**config.mk**
```make
export PLATFORM = sky130hd
export DESIGN_NAME = ssc_serial_tx
export DESIGN_NICKNAME = d
export VERILOG_FILES = /design/src/rtl/ssc_pkg.sv /design/src/rtl/ssc_timebase.sv /design/src/rtl/ssc_word_hold.sv /design/src/rtl/ssc_shifter.sv /design/src/rtl/ssc_serial_tx.sv
export SDC_FILE = /design/constraint.sdc
export NUM_CORES = 1
export LEC_CHECK = 0
export BUFFER_PORTS_ARGS = -buffer_cell sky130_fd_sc_hd__buf_2
export CAP_MARGIN = 20
export CORE_UTILIZATION = 34
export DETAILED_ROUTE_END_ITERATION = 8
export GPL_TIMING_DRIVEN = 0
export SLEW_MARGIN = 0
export SYNTH_ARGS = -nofsm -noshare
export SYNTH_HDL_FRONTEND = slang
export SYNTH_SLANG_ARGS = --single-unit
```
**constraint.sdc**
```tcl
create_clock -name clk -period 2.14 [get_ports clk]
set_clock_uncertainty 0.1 [all_clocks]
set_input_delay 0.214 -clock clk [delete_from_list [all_inputs] [get_ports clk]]
set_output_delay 0.214 -clock clk [all_outputs]
set_load 0.03 [all_outputs]
```
**src/rtl/ssc_pkg.sv**
```systemverilog
// Package: shared types for the self-clocked serial transmitter.
// Assumes nothing beyond the standard language.
package ssc_pkg;

    // Link state of the bit shifter.
    typedef enum logic {
        LINK_IDLE = 1'b0,
        LINK_SEND = 1'b1
    } link_state_e;

endpackage : ssc_pkg

```
**src/rtl/ssc_timebase.sv**
```systemverilog
// Module: ssc_timebase
// Counts master clocks through one sampling interval of NUM_PERIODS periods of
// PERIOD_CLKS clocks each. Even periods are settling, odd periods computation.
// Assumes PERIOD_CLKS and NUM_PERIODS are powers of two (the count wraps
// naturally) and NUM_PERIODS is even.
module ssc_timebase #(
    parameter int PERIOD_CLKS = 64,
    parameter int NUM_PERIODS = 16
) (
    input  logic clk,
    input  logic rst_n,
    output logic poll_o,      // last cycle of a settling period
    output logic win_last_o,  // last cycle of a computation period
    output logic compute_o    // current period is a computation period
);
    localparam int OFF_W = $clog2(PERIOD_CLKS);
    localparam int PER_W = $clog2(NUM_PERIODS);
    localparam int CNT_W = OFF_W + PER_W;
    localparam logic [OFF_W-1:0] OFF_LAST = OFF_W'(PERIOD_CLKS - 1);

    logic [CNT_W-1:0] cnt_q;
    logic             at_last_off;

    // Free-running interval position, cleared by reset.
    always_ff @(posedge clk) begin
        if (!rst_n) begin
            cnt_q <= '0;
        end else begin
            cnt_q <= cnt_q + 1'b1;
        end
    end

    // Period parity and end-of-period decode.
    always_comb begin
        at_last_off = (cnt_q[OFF_W-1:0] == OFF_LAST);
        compute_o   = cnt_q[OFF_W];
        poll_o      = !cnt_q[OFF_W] && at_last_off;
        win_last_o  =  cnt_q[OFF_W] && at_last_off;
    end

endmodule : ssc_timebase

```
**src/rtl/ssc_word_hold.sv**
```systemverilog
// Module: ssc_word_hold
// Holds the output word and the pointer to the next bit to send. Also owns
// the ready flag and the short blanking pulse raised when a word is replaced.
// Assumes step_i is asserted for one cycle on the closing edge of each bit.
module ssc_word_hold #(
    parameter int WORD_W     = 16,
    parameter int BLANK_CLKS = 4
) (
    input  logic              clk,
    input  logic              rst_n,
    input  logic              load_i,
    input  logic [WORD_W-1:0] data_i,
    input  logic              step_i,
    output logic              bit_o,    // bit under the pointer
    output logic              last_o,   // pointer is at the LSB
    output logic              ready_o,  // a word may start or resume
    output logic              drdy_o
);
    localparam int IDX_W = $clog2(WORD_W);
    localparam int BL_W  = $clog2(BLANK_CLKS + 1);
    localparam logic [IDX_W-1:0] MSB_IDX   = IDX_W'(WORD_W - 1);
    localparam logic [BL_W-1:0]  BLANK_SET = BL_W'(BLANK_CLKS);

    logic [WORD_W-1:0] word_q;
    logic [IDX_W-1:0]  idx_q;
    logic              pending_q;
    logic [BL_W-1:0]   blank_q;

    // Word storage, bit pointer, pending flag and blanking counter.
    always_ff @(posedge clk) begin
        if (!rst_n) begin
            word_q    <= '0;
            idx_q     <= MSB_IDX;
            pending_q <= 1'b0;
            blank_q   <= '0;
        end else if (load_i) begin
            word_q    <= data_i;
            idx_q     <= MSB_IDX;
            pending_q <= 1'b1;
            blank_q   <= BLANK_SET;
        end else begin
            if (blank_q != '0) begin
                blank_q <= blank_q - 1'b1;
            end
            if (step_i) begin
                if (idx_q == '0) begin
                    pending_q <= 1'b0;
                end else begin
                    idx_q <= idx_q - 1'b1;
                end
            end
        end
    end

    // Bit select and flag decode.
    always_comb begin
        bit_o   = word_q[idx_q];
        last_o  = (idx_q == '0);
        ready_o = pending_q && (blank_q == '0);
        drdy_o  = !pending_q || (blank_q != '0);
    end

endmodule : ssc_word_hold

```
**src/rtl/ssc_shifter.sv**
```systemverilog
// Module: ssc_shifter
// Runs the serial clock while a word is being sent. It starts on a window
// poll and stops after a bit when the word is done, when chip select is
// high, or at the end of the window.
// Assumes WORD bits x SCLK_DIV clocks fit in one computation period.
module ssc_shifter #(
    parameter int SCLK_DIV = 4
) (
    input  logic clk,
    input  logic rst_n,
    input  logic poll_i,
    input  logic win_last_i,
    input  logic cs_n_i,
    input  logic ready_i,
    input  logic last_i,
    input  logic abort_i,
    output logic active_o,
    output logic sclk_o,
    output logic step_o
);
    import ssc_pkg::*;

    localparam int PH_W = $clog2(SCLK_DIV);
    localparam logic [PH_W-1:0] PH_LAST = PH_W'(SCLK_DIV - 1);
    localparam logic [PH_W-1:0] PH_HIGH = PH_W'(SCLK_DIV / 2);

    link_state_e     state_q;
    logic [PH_W-1:0] phase_q;

    // Start, bit phase advance and stop decisions.
    always_ff @(posedge clk) begin
        if (!rst_n) begin
            state_q <= LINK_IDLE;
            phase_q <= '0;
        end else if (abort_i) begin
            state_q <= LINK_IDLE;
            phase_q <= '0;
        end else begin
            case (state_q)
                LINK_IDLE: begin
                    phase_q <= '0;
                    if (poll_i && ready_i && !cs_n_i) begin
                        state_q <= LINK_SEND;
                    end
                end
                LINK_SEND: begin
                    if (phase_q == PH_LAST) begin
                        phase_q <= '0;
                        if (last_i || cs_n_i || win_last_i) begin
                            state_q <= LINK_IDLE;
                        end
                    end else begin
                        phase_q <= phase_q + 1'b1;
                    end
                end
                default: state_q <= LINK_IDLE;
            endcase
        end
    end

    // Serial clock level and bit-close strobe.
    always_comb begin
        active_o = (state_q == LINK_SEND);
        sclk_o   = active_o ? (phase_q >= PH_HIGH) : 1'b1;
        step_o   = active_o && (phase_q == PH_LAST);
    end

endmodule : ssc_shifter

```
**src/rtl/ssc_serial_tx.sv**
```systemverilog
// Module: ssc_serial_tx (top)
// Self-clocked serial transmitter. A word loaded with load_i is sent MSB first
// during computation periods while cs_n_i is low, and may pause and resume
// bit by bit. Assumes a single clock domain; cs_n_i is already synchronous.
module ssc_serial_tx #(
    parameter int WORD_W      = 16,
    parameter int PERIOD_CLKS = 64,
    parameter int NUM_PERIODS = 16,
    parameter int SCLK_DIV    = 4,
    parameter int BLANK_CLKS  = 4
) (
    input  logic              clk,
    input  logic              rst_n,
    input  logic              load_i,
    input  logic [WORD_W-1:0] data_i,
    input  logic              cs_n_i,
    output logic              sclk_o,
    output logic              sclk_oe_o,
    output logic              sdata_o,
    output logic              sdata_oe_o,
    output logic              drdy_o
);
    logic poll_w;
    logic win_last_w;
    logic compute_w;
    logic step_w;
    logic bit_w;
    logic last_w;
    logic ready_w;
    logic active_w;
    logic sclk_w;

    ssc_timebase #(
        .PERIOD_CLKS (PERIOD_CLKS),
        .NUM_PERIODS (NUM_PERIODS)
    ) u_timebase (
        .clk        (clk),
        .rst_n      (rst_n),
        .poll_o     (poll_w),
        .win_last_o (win_last_w),
        .compute_o  (compute_w)
    );

    ssc_word_hold #(
        .WORD_W     (WORD_W),
        .BLANK_CLKS (BLANK_CLKS)
    ) u_hold (
        .clk     (clk),
        .rst_n   (rst_n),
        .load_i  (load_i),
        .data_i  (data_i),
        .step_i  (step_w),
        .bit_o   (bit_w),
        .last_o  (last_w),
        .ready_o (ready_w),
        .drdy_o  (drdy_o)
    );

    ssc_shifter #(
        .SCLK_DIV (SCLK_DIV)
    ) u_shift (
        .clk        (clk),
        .rst_n      (rst_n),
        .poll_i     (poll_w),
        .win_last_i (win_last_w),
        .cs_n_i     (cs_n_i),
        .ready_i    (ready_w),
        .last_i     (last_w),
        .abort_i    (load_i),
        .active_o   (active_w),
        .sclk_o     (sclk_w),
        .step_o     (step_w)
    );

    // Pin drive: both pins share the shifter's activity.
    always_comb begin
        sclk_o     = sclk_w;
        sclk_oe_o  = active_w;
        sdata_oe_o = active_w;
        sdata_o    = active_w ? bit_w : 1'b0;
    end

endmodule : ssc_serial_tx

```
== Word-level counts from Yosys, hierarchy flattened ==
Cells that the tools add are included.

* Add/sub/neg operators: 4
* Order comparisons: 2
* Eq/ne operators: 2
* Multiplexer cells: 15
* Bitwise operators: 3
* Reduce and logical (&&, ||, !) cells: 21

{| class="wikitable"
|+ Operators with widths
! operator !! number
|-
| adder 10 x 1 -> 10 bit, second input constant || 1
|-
| two-way mux 1 bit || 9
|-
| equality test 6 bit, second input constant || 1
|-
| logical AND 1 bit || 6
|-
| two-way mux 3 bit || 2
|-
| nonzero test 2 bit || 3
|-
| < comparator 4 x 5 -> 1 bit, second input constant || 1
|-
| binary-select mux 1 bit (select 4 bit) || 1
|-
| logical NOT 4 bit || 1
|-
| one-hot mux 2 bit (2 select lines) || 1
|-
| AND reduction 2 bit || 2
|-
| subtractor 4 x 1 -> 4 bit, second input constant || 1
|-
| logical NOT 1 bit || 3
|-
| logical NOT 3 bit || 1
|-
| logical OR 1 bit || 3
|-
| inverter 1 bit || 3
|-
| nonzero test 3 bit || 1
|-
| subtractor 3 x 1 -> 3 bit, second input constant || 1
|-
| adder 2 x 1 -> 2 bit, second input constant || 1
|-
| equality test 2 bit, second input constant || 1
|-
| >= comparator 2 bit, second input constant || 1
|-
| two-way mux 2 bit || 1
|-
| one-hot mux 1 bit (2 select lines) || 1
|-
| OR reduction 2 bit || 1
|}

* Register bits: 37
* Bits of input ports: 20
* Output and inout bits: 5

== Logic depth before layout (Yosys ltp) ==
Gate-level depths: netlist of the first run.

* Depth after elaboration: 6
* Depth in mapped cells: 7
* Depth with buffers taken out: 7

== Cells and area by module ==
Synthesis of the first run repeated with hierarchy kept, for this count alone.

* Cell total of the unflattened synthesis: 159
* Area, all modules: 1,569.0 um2

{| class="wikitable"
|+ By module, submodules not included
! module !! times used !! cells each !! area each (um2)
|-
| ssc_word_hold || 1 || 114 || 1,131.1
|-
| ssc_timebase || 1 || 30 || 284.0
|-
| ssc_shifter || 1 || 13 || 140.1
|-
| ssc_serial_tx || 1 || 2 || 13.8
|}

== Worst setup path before layout of the first run ==
No wires, ideal clock.

* Kind: register -> output
* Start: reg u_shift.state_q (netlist: u_shift.active_o)
* End: out sdata_o
* Arrival time: 1.390 ns
* Data required time: 1.826 ns
* Slack: 0.436 ns
* Stages on the path, launching flop included: 4
* Path buffers: 1
* Cells stage by stage: dfxtp_1 clkbuf_1 nand4_1 o21ai_1

* Longest elaborated chain between the ends: 1

{| class="wikitable"
|+ RTL lines
! what !! RTL line !! RTL
|-
| from (decl) || ssc_shifter.sv:27 || <nowiki>link_state_e state_q;</nowiki>
|-
| from (signal assigned) || ssc_shifter.sv:33 || <nowiki>state_q <= LINK_IDLE;</nowiki>
|-
| from (signal assigned) || ssc_shifter.sv:36 || <nowiki>state_q <= LINK_IDLE;</nowiki>
|-
| from (signal assigned) || ssc_shifter.sv:43 || <nowiki>state_q <= LINK_SEND;</nowiki>
|-
| two-way mux 1 bit || ssc_serial_tx.sv:80 || <nowiki>sdata_o = active_w ? bit_w : 1'b0;</nowiki>
|-
| to (decl) || ssc_serial_tx.sv:19 || <nowiki>output logic sdata_o,</nowiki>
|}

No other way between the ends.

== Worst setup path in the final report of the first run ==
* Start: reg u_hold.idx_q[0]
* End: out sdata_o

* Longest elaborated chain between the ends: 3

{| class="wikitable"
|+ RTL lines
! what !! RTL line !! RTL
|-
| from (decl) || ssc_word_hold.sv:25 || <nowiki>logic [IDX_W-1:0] idx_q;</nowiki>
|-
| from (signal assigned) || ssc_word_hold.sv:49 || <nowiki>idx_q <= idx_q - 1'b1;</nowiki>
|-
| binary-select mux 1 bit (select 4 bit) || ssc_word_hold.sv:57 || <nowiki>bit_o = word_q[idx_q];</nowiki>
|-
| two-way mux 1 bit (implied by the code) || ssc_word_hold.sv:57 ||
|-
| two-way mux 1 bit || ssc_serial_tx.sv:80 ||
|}

No other way between the ends. The select of a mux whose other input is x is not followed.

==> impl_metrics.ini, run 1 <==
[outcome]
status = completed

[route]
dr.pass1.iters = 5
drcViolationCount = 0
ant_nets = 0
wirelength_mm = 2.83
vias_per_cell = 4.75
vias = 1145
drt_iter0_drc = 29
wl_per_cell_um = 11.7

[cells_and_area]
final_common_cell = dfxtp_1
final_cell_mix = dfxtp_1, buf_2, mux2i_1
area_growth_pct = 18.5
fin_util = 0.424
design_area_um2 = 1860
fillers = 445
fin_cells = 241
diodes = 0
final_nets = 215
final_layout_size_suffix_gt1_frac = 0.212

[grt]
busiest_layer = met2
grt_pass1_wl_mm = 5.11
grt_max_degree = 12
antenna_found_initial = 0
use_met3 = 0.0361
grtUsageMet2 = 0.205
grt-ovfl-total = 0
grt_util_met1 = 0.170
grt_pass1_vias = 1133
track_usage = 0.135

[sta]
worst_pin_slew_ns = 0.455
finalSetupTns_ns = 0
slew_headroom = 0.697
rsz0062_at_grt = no
timing.fmax_mhz = 507
finalSetupViolations = 0
finalHoldViolCount = 0
drv_slew = 0
fin_crit_sh = 0.922
post-route-min-period_ns = 1.97

[critical_path]
cp_num_buf_inv = 1
critPathMaxStageDelay_ns = 0.51
path_cells = mux4_2, o2111ai_1, o21ai_1, buf_2
required_ns = 1.83
crit_family = multiplexers
r2r_start = u_hold.blank_q[0]
start_kind = flop
worstSetupPathType = flop to output port
slowest_stage = mux4_2
worstPathArrival_ns = 1.66
endpoint_kind = output port
cp-startpoint = u_hold.idx_q[0]
cp_max_fo = 6
r2r_setup_slack_ns = 0.57

[placement]
dpl.hpwl_mm = 2.12
dp_cells = 233
globalplace.congestion = 0.756
io_buffers = 23
dpl_cell_area_um2 = 1750

[pwr]
intPower_w = 0.00107
switching_power_w = 0.000311
ir_drop_uv = 401
clock_power_share = 0.416
seqPwrFrac = 0.491
swShare = 0.225
leakage_nw = 0.861
power-per-cell-area_nw_per_um2 = 743
p_total_w = 0.00138
power_frac_comb = 0.093

[logic_synthesis]
ys_types = 36
synthMuxAreaShare = 0.159
async_reset_ff_frac = 0
synth_seq_cells = 34
netlist_top_cells_area = dfxtp_1, mux2i_1, nor2b_1, ha_1, xnor2_1
synthSimpleGateAreaFrac = 0.203
syn_inst = 158
synth_top_cell_area_share = 0.433
syn_area_per_cell_um2 = 9.94
synth_nets = 185
synth_edf_count = 0
synth_top_family_by_area = simple AND/OR/NAND/NOR gates
synth_xor_area_frac = 0.0390
syn-cell-area_um2 = 1570
ys.flop_type = dfxtp_1
yosys_warnings = 0
synth-compound-area-share = 0.0629
synthAdderAreaFrac = 0.0558
yosys.area.top_type = dfxtp_1
seq_area_frac_synth = 0.433

[hold_path]
hold_class = input pin to flop
hp-start = data_i[12]

[floorplan]
die_y_um = 70.0
initial_core_util = 0.358
io_pins = 25
design.core.area_um2 = 4380
die_w_um = 70.0
rows = 24
die_area_um2 = 4890

[cts]
clock_latency_ns = 0.29
root_buffer = clkbuf_8
cts_tree = built
h-tree-depth = 2
max-clock-path-buffers = 2
cts_inserted_buffers = 5
path_clk_slew_ns = 0.07
cts_sinks = 34
cts_setup_buffers = 0

[job]
maxCapViolations = 0
-- flip-flops by register name, summed over array words and instances, names as in the netlist --
signal	count
u_hold.word_q	16
u_timebase.cnt_q	7
u_shift.active_o	1
u_hold.blank_q	3
u_hold.pending_q	1
u_hold.idx_q	4
u_shift.phase_q	2
-- layout make-up --
class | count | area (um2) | area share
repair buffers | 23 | 115 | 0.0619
clock inverters | 3 | 40.0 | 0.0215
clock buffers | 5 | 68.8 | 0.0370
well taps | 52 | 65.1 | 0.0350
inverters | 9 | 33.8 | 0.0182
flip-flops and latches | 34 | 682 | 0.367
plain buffers | 7 | 40.0 | 0.0215
multi-input cells | 108 | 816 | 0.438
-- cell usage after synthesis, types with 2 or more instances --
master and n:
ha_1 7, mux2i_1 20, nor2_1 9, xor2_1 3
nand4_1 3, nand3_1 3, and2_1 5, buf_2 2
inv_1 9, nor3_1 4, dfxtp_1 34, nand2_1 9
clkbuf_1 3, xnor2_1 4, nor2b_1 19, a21oi_1 2
o21a_1 3
-- per-stage QoR --
| stage | worst slack, ns | hold WS, ns |
|---|---|---|
| final | 0.168 | 0.0777 |
| after CTS | 0.0730 | 0.0729 |
| after floorplan | 0.436 | 0.242 |
| after detailed placement | 0.390 | 0.341 |
| after global placement | 0.369 | 0.331 |
| after global routing | 0.0754 | 0.0987 |
-- final timing paths --
check,end,cells past startpoint
hold reg to reg,u_shift.phase_q[0],1
setup reg to reg,u_shift.active_o,7
setup / recovery,sdata_o,4
hold / removal,u_hold.word_q[12],3
-- cell families (layout without fill, tap and decap cells) --
| family | count (synthesis) | after routing |
|---|---|---|
| muxes | 22 | 22 |
| and+or+nand+nor | 58 | 58 |
| AOI/OAI and AO/OA | 14 | 14 |
| DFF | 34 | 34 |
| xor gates and xnor gates | 7 | 7 |
| adders and majority gates | 7 | 7 |
| buffers and inverters | 16 | 47 |
-- metal layers --
layer / wire length, um / vias to the layer above / part of all wire
met4: 78 / 0 / 0.028
met3: 101 / 5 / 0.036
met5: 0 / - / 0
met2: 1300 / 19 / 0.46
met1: 1350 / 526 / 0.48
li1: - / 595 / -
-- tightest hold or removal path: cells and delay by family --
family	cells	cell delay (ns)
muxes	1	0.05
buffers and inverters	1	0.07
and+or+nand+nor	1	0.09
-- power by group through the flow --
stage                     combinational [W]  clock [W]  sequential [W]
after floorplan                   0.0000937          0        0.000689
after CTS                          0.000131   0.000590        0.000679
final                              0.000128   0.000574        0.000679
after global routing               0.000148   0.000625        0.000682
after global placement             0.000129          0        0.000692
after detailed placement           0.000130          0        0.000694
-- timing repair --
item,in CTS,in global routing
endpoints found under the hold margin,0,0
resized for setup,0,1
hold buffers,0,0
endpoints found under the setup margin,0,1
(Power assumes the default switching activity.)
==> inputs of run 2 (changes only) <==
ABC_AREA = 1   (was unset)
BUFFER_PORTS_ARGS = -buffer_cell sky130_fd_sc_hd__clkbuf_2   (was -buffer_cell sky130_fd_sc_hd__buf_2)
==> run 2 against run 1 <==
Cell count grew 22%. Synthesized cell count rose by 34%. Non-clock buffer count is 1 higher. First-iteration DRC count rose by 28%. Highest routed layer unchanged.
==> impl_metrics.ini, run 2 <==
[outcome]
status = completed

[cells_and_area]
area_growth_pct = 17.8
largest_register = u_hold.word_q
reg_top3 = u_hold.word_q: 16 flops, u_timebase.cnt_q: 7 flops, u_hold.idx_q: 4 flops
final_cell_mix = nand2_1, dfxtp_1, nor2_1
diodes = 0
fin_cells = 295
fillers = 485
final_layout_size_suffix_gt1_frac = 0.202
final_common_cell = nand2_1
final_nets = 269
largest_reg_flops = 16

[logic_synthesis]
synth_nets = 238
ys_types = 23
synth_top_cell_area_share = 0.438
synth_edf_count = 0
yosys.area.top_type = dfxtp_1
ys_top_cells_by_count = nand2_1, dfxtp_1, nor2_1
ys.flop_type = dfxtp_1
yosys_warnings = 0
async_reset_ff_frac = 0
seq_area_frac_synth = 0.438
yosysMostFrequentCell = nand2_1
syn_inst = 211
syn_area_per_cell_um2 = 7.37
netlist_top_cells_area = dfxtp_1, nand2_1, nor2_1, a21oi_1, ha_1
synth_seq_cells = 34
syn-cell-area_um2 = 1560

[route]
ant_nets = 0
dr.pass1.iters = 4
vias = 1310
vias_per_cell = 4.44
wl_per_cell_um = 10.4
drt_iter0_drc = 37
wirelength_mm = 3.06
drcViolationCount = 0

[critical_path]
start_kind = flop
cp_max_fo = 8
worstPathArrival_ns = 1.60
endpoint_kind = output port
r2r_cells = 9
worstSetupPathType = flop to output port
r2r_start = u_hold.blank_q[0]
required_ns = 1.83
r2r_end = u_shift.active_o
r2r_setup_slack_ns = 0.73

[sta]
drv_slew = 0
worst_pin_slew_ns = 0.421
fin_crit_sh = 0.894
finalHoldViolCount = 0
post-route-min-period_ns = 1.91
finalSetupViolations = 0
slew_headroom = 0.719
timing.fmax_mhz = 523
rsz0062_at_grt = no
finalSetupTns_ns = 0
final.setup.worst_slack_ns = 0.226

[grt]
grt_pass1_wl_mm = 5.28
antenna_found_initial = 0
grt_pass1_vias = 1185
track_usage = 0.140
grt_max_degree = 11
grt-ovfl-total = 0

[placement]
io_buffers = 24
dpl.hpwl_mm = 2.22
globalplace.congestion = 0.740
dp_cells = 287
dp_slack_ns = 0.527

[cts]
holdBufCountCts = 0
max-clock-path-buffers = 2
path_clk_slew_ns = 0.07
cts_sinks = 34
clock_latency_ns = 0.28
root_buffer = clkbuf_8
h-tree-depth = 2
cts_inserted_buffers = 5
cts_setup_buffers = 0
post_cts_resized = 0
cts_tree = built

[floorplan]
io_pins = 25
die_y_um = 69.6
rows = 24
design.core.area_um2 = 4380
initial_core_util = 0.355
die_area_um2 = 4850
die_w_um = 69.6

[hold_path]
hold_class = input pin to flop
worstHoldPathCells = 3
holdPathEnd = u_hold.word_q[7]
hp-start = data_i[7]

[pwr]
power-per-cell-area_nw_per_um2 = 698
leakage_nw = 0.862
ir_drop_uv = 390

[job]
maxCapViolations = 0
[run 2: cell families (layout without fill, tap and decap cells)]
family,after synthesis,count (layout),synth area share
buffers and inverters,34,66,0.0949
adder cells (fa/ha/maj),7,7,0.0563
AO/OA/AOI/OAI,43,43,0.138
flip-flops,34,34,0.438
AND/OR/NAND/NOR,93,93,0.273
[run 2: final cells by class]
class                           count  area, um2  share of cell area
Multi-Input combinational cell    143        727               0.397
Sequential cell                    34        681               0.372
Timing Repair Buffer               24        120              0.0656
Inverter                           27        101              0.0553
Clock buffer                        7       86.3              0.0471
Tap cell                           52       65.1              0.0355
Buffer                              7       46.3              0.0253
Clock inverter                      1       5.00             0.00273
[run 2: worst max-delay path by stage]
stage	startpoint	endpoint	depth (start not counted)
floorplan	u_hold.idx_q[0]	sdata_o	9
global placement	u_hold.idx_q[2]	sdata_o	7
detailed placement	u_hold.idx_q[2]	sdata_o	7
CTS	u_hold.idx_q[2]	sdata_o	7
global route	u_hold.idx_q[2]	sdata_o	7
finish	u_hold.idx_q[2]	sdata_o	7
[run 2: report_power, final]
| group | internal [W] | switching [W] |
|---|---|---|
| clock network | 0.000259 | 0.000224 |
| logic | 0.0000491 | 0.0000691 |
| registers | 0.000664 | 0.0000124 |
[run 2: layer usage]
layer	wire [um]	vias up	global-route usage
met2	1270	19	0.206
met5	0	-	0
li1	-	737	-
met3	108	4	0.0436
met4	72	0	0.0733
met1	1610	550	0.183
[run 2: through the flow]
step                instance area (um2)  hold WS, ns  total power [W]   util
floorplan                          1560        0.237         0.000771      -
global placement                   1740        0.328         0.000809  0.397
detailed placement                 1740        0.339         0.000811  0.397
CTS                                1830       0.0478          0.00130  0.418
global route                       1830       0.0560          0.00135  0.418
finish                             1830       0.0501          0.00128  0.418
[run 2: worst max-delay path: stages (launching register included)]
cell and delay, ns:
dfxtp_1 0.45, inv_2 0.14, nand3_1 0.11, nand2_1 0.05, a21oi_1 0.16, nor2_1 0.07, nor2_1 0.12, clkbuf_2 0.22
==> inputs of run 3 (changes only) <==
CORE_ASPECT_RATIO = 1.2   (was unset)
SYNTH_HIERARCHICAL = 1   (was unset)
==> run 3 against run 2 <==
Clock power is essentially flat. Power grew 0.46%. Worst setup slack gained 0.043 ns. Non-clock buffer count shrank 1. Critical path type unchanged. Largest cell class unchanged. Highest routed layer unchanged.
==> impl_metrics.ini, run 3 <==
[cts]
clock_latency_ns = 0.28
max-clock-path-buffers = 2
holdBufCountCts = 0
post_cts_resized = 0
cts_tree = built
cts_inserted_buffers = 5
cts_sinks = 34
h-tree-depth = 2
root_buffer = clkbuf_8
cts_setup_buffers = 0
path_clk_slew_ns = 0.07

[critical_path]
worstPathArrival_ns = 1.56
path_cells = nor2_2, nand3_1, nand2_1, nor2_1, nand2_1, nand2_1, nand2_1, inv_1, clkbuf_2
slowest_stage = dfxtp_1
critPathMaxStageDelay_ns = 0.47
worstSetupPathType = flop to output port
required_ns = 1.83
endpoint_kind = output port
cp-startpoint = u_hold/idx_q[1]
crit_path_frequent_cell = nand2_1
cp_max_fo = 7
r2r_start = u_hold/idx_q[1]
start_kind = flop

[floorplan]
design.core.area_um2 = 4630
rows = 27
die_y_um = 78.5
die_area_um2 = 5160
initial_core_util = 0.358
die_w_um = 65.7
io_pins = 25

[sta]
hold_slack_ns = 0.0514
timing.fmax_mhz = 534
worst_pin_slew_ns = 0.286
drv_slew = 0
slew_headroom = 0.809
post-route-min-period_ns = 1.87
fin_crit_sh = 0.874
rsz0062_at_grt = no
finalHoldViolCount = 0
finalSetupTns_ns = 0
finalSetupViolations = 0

[logic_synthesis]
ys_top_cells_by_count = nand2_1, dfxtp_1, nor2_1
netlist_top_cells_area = dfxtp_1, nand2_1, nor2_1, inv_1, a21oi_1
syn-cell-area_um2 = 1660
synthAdderAreaFrac = 0.0453
synthMuxAreaShare = 0
async_reset_ff_frac = 0
synth-compound-area-share = 0.129
synth_edf_count = 0
seq_area_frac_synth = 0.411
synth_top_family_by_area = simple AND/OR/NAND/NOR gates
synth_seq_cells = 34
yosys_warnings = 6
synthSimpleGateAreaFrac = 0.298
syn_inst = 230
ys_types = 23
yosys.area.top_type = dfxtp_1
synth_top_cell_area_share = 0.411
synth_nets = 256
yosysMostFrequentCell = nand2_1
synth_xor_area_frac = 0
ys.flop_type = dfxtp_1
syn_area_per_cell_um2 = 7.20

[cells_and_area]
largest_reg_flops = 16
final_layout_size_suffix_gt1_frac = 0.229
largest_register = u_hold/word_q
final_nets = 287
area_growth_pct = 17.1
reg_top3 = u_hold/word_q: 16 flops, u_timebase/cnt_q: 7 flops, u_hold/idx_q: 4 flops
diodes = 0
final_cell_mix = nand2_1, dfxtp_1, nor2_1
final_common_cell = nand2_1

[hold_path]
hold_class = input pin to flop
hp-start = data_i[10]

[route]
wl_per_cell_um = 9.84
drt_iter0_drc = 37
wirelength_mm = 3.15
ant_nets = 0
dr.pass1.iters = 4
vias = 1410
drcViolationCount = 0
vias_per_cell = 4.41

[outcome]
status = completed

[grt]
grt_max_degree = 16
antenna_found_initial = 0
grt-ovfl-total = 0
track_usage = 0.137
grt_pass1_wl_mm = 5.35
grt_pass1_vias = 1225

[pwr]
power-per-cell-area_nw_per_um2 = 661
ir_drop_uv = 377
leakage_nw = 0.987

[placement]
globalplace.congestion = 0.772
dpl.hpwl_mm = 2.29
io_buffers = 24

[job]
maxCapViolations = 0
## run 3: final cells by class
class / instances / area [um2]
clock buffers: 7 / 86.3
well taps: 58 / 72.6
inverters: 36 / 138
flip-flops and latches: 34 / 681
multi-input cells: 154 / 782
plain buffers: 6 / 56.3
fillers: 476 / 2690
clock inverters: 1 / 5.00
repair buffers: 24 / 120
## run 3: final timing paths
path	to	slack, ns	depth (start not counted)
worst max-delay path	sdata_o	0.27	9
worst min-delay path	u_hold/word_q[10]	0.05	3
worst max register to register	u_shift/active_o	0.73	7
worst min register to register	u_shift/phase_q[0]	0.32	1
## run 3: cell families after synthesis
group                      count (synthesis)
and+or+nand+nor                          108
buffers and inverters                     42
AOI/OAI and AO/OA                         40
DFF                                       34
adders and majority gates                  6
## run 3: power by group
| part | total, W | internal [W] | switching [W] |
|---|---|---|---|
| Sequential | 0.000679 | 0.000664 | 0.0000142 |
| Clock | 0.000481 | 0.000259 | 0.000222 |
| Combinational | 0.000124 | 0.0000514 | 0.0000724 |
## run 3: critical path: cells and delay by family, from the launching register on
family | cells | cell delay [ns]
AND/OR/NAND/NOR | 7 | 0.56
buffers and inverters | 2 | 0.26
flip-flops | 1 | 0.47
## run 3: metal layers
layer  up-vias  GRT usage  share of wire
met5         -          0              0
met4         0     0.0587          0.018
met3         6     0.0436          0.040
met2        21      0.220           0.46
met1       599      0.164           0.48
li1        784          -              -
## run 3: stage by stage
| stage | total power [W] | cells | area (um2) | worst slack, ns | utilization |
|---|---|---|---|---|---|
| after floorplan | 0.000776 | 230 | 1660 | 0.665 | - |
| after global placement | 0.000816 | 312 | 1850 | 0.561 | 0.400 |
| after detailed placement | 0.000819 | 312 | 1850 | 0.565 | 0.400 |
| after CTS | 0.00131 | 320 | 1940 | 0.243 | 0.419 |
| after global routing | 0.00136 | 320 | 1940 | 0.109 | 0.419 |
| final | 0.00128 | 320 | 1940 | 0.269 | 0.419 |
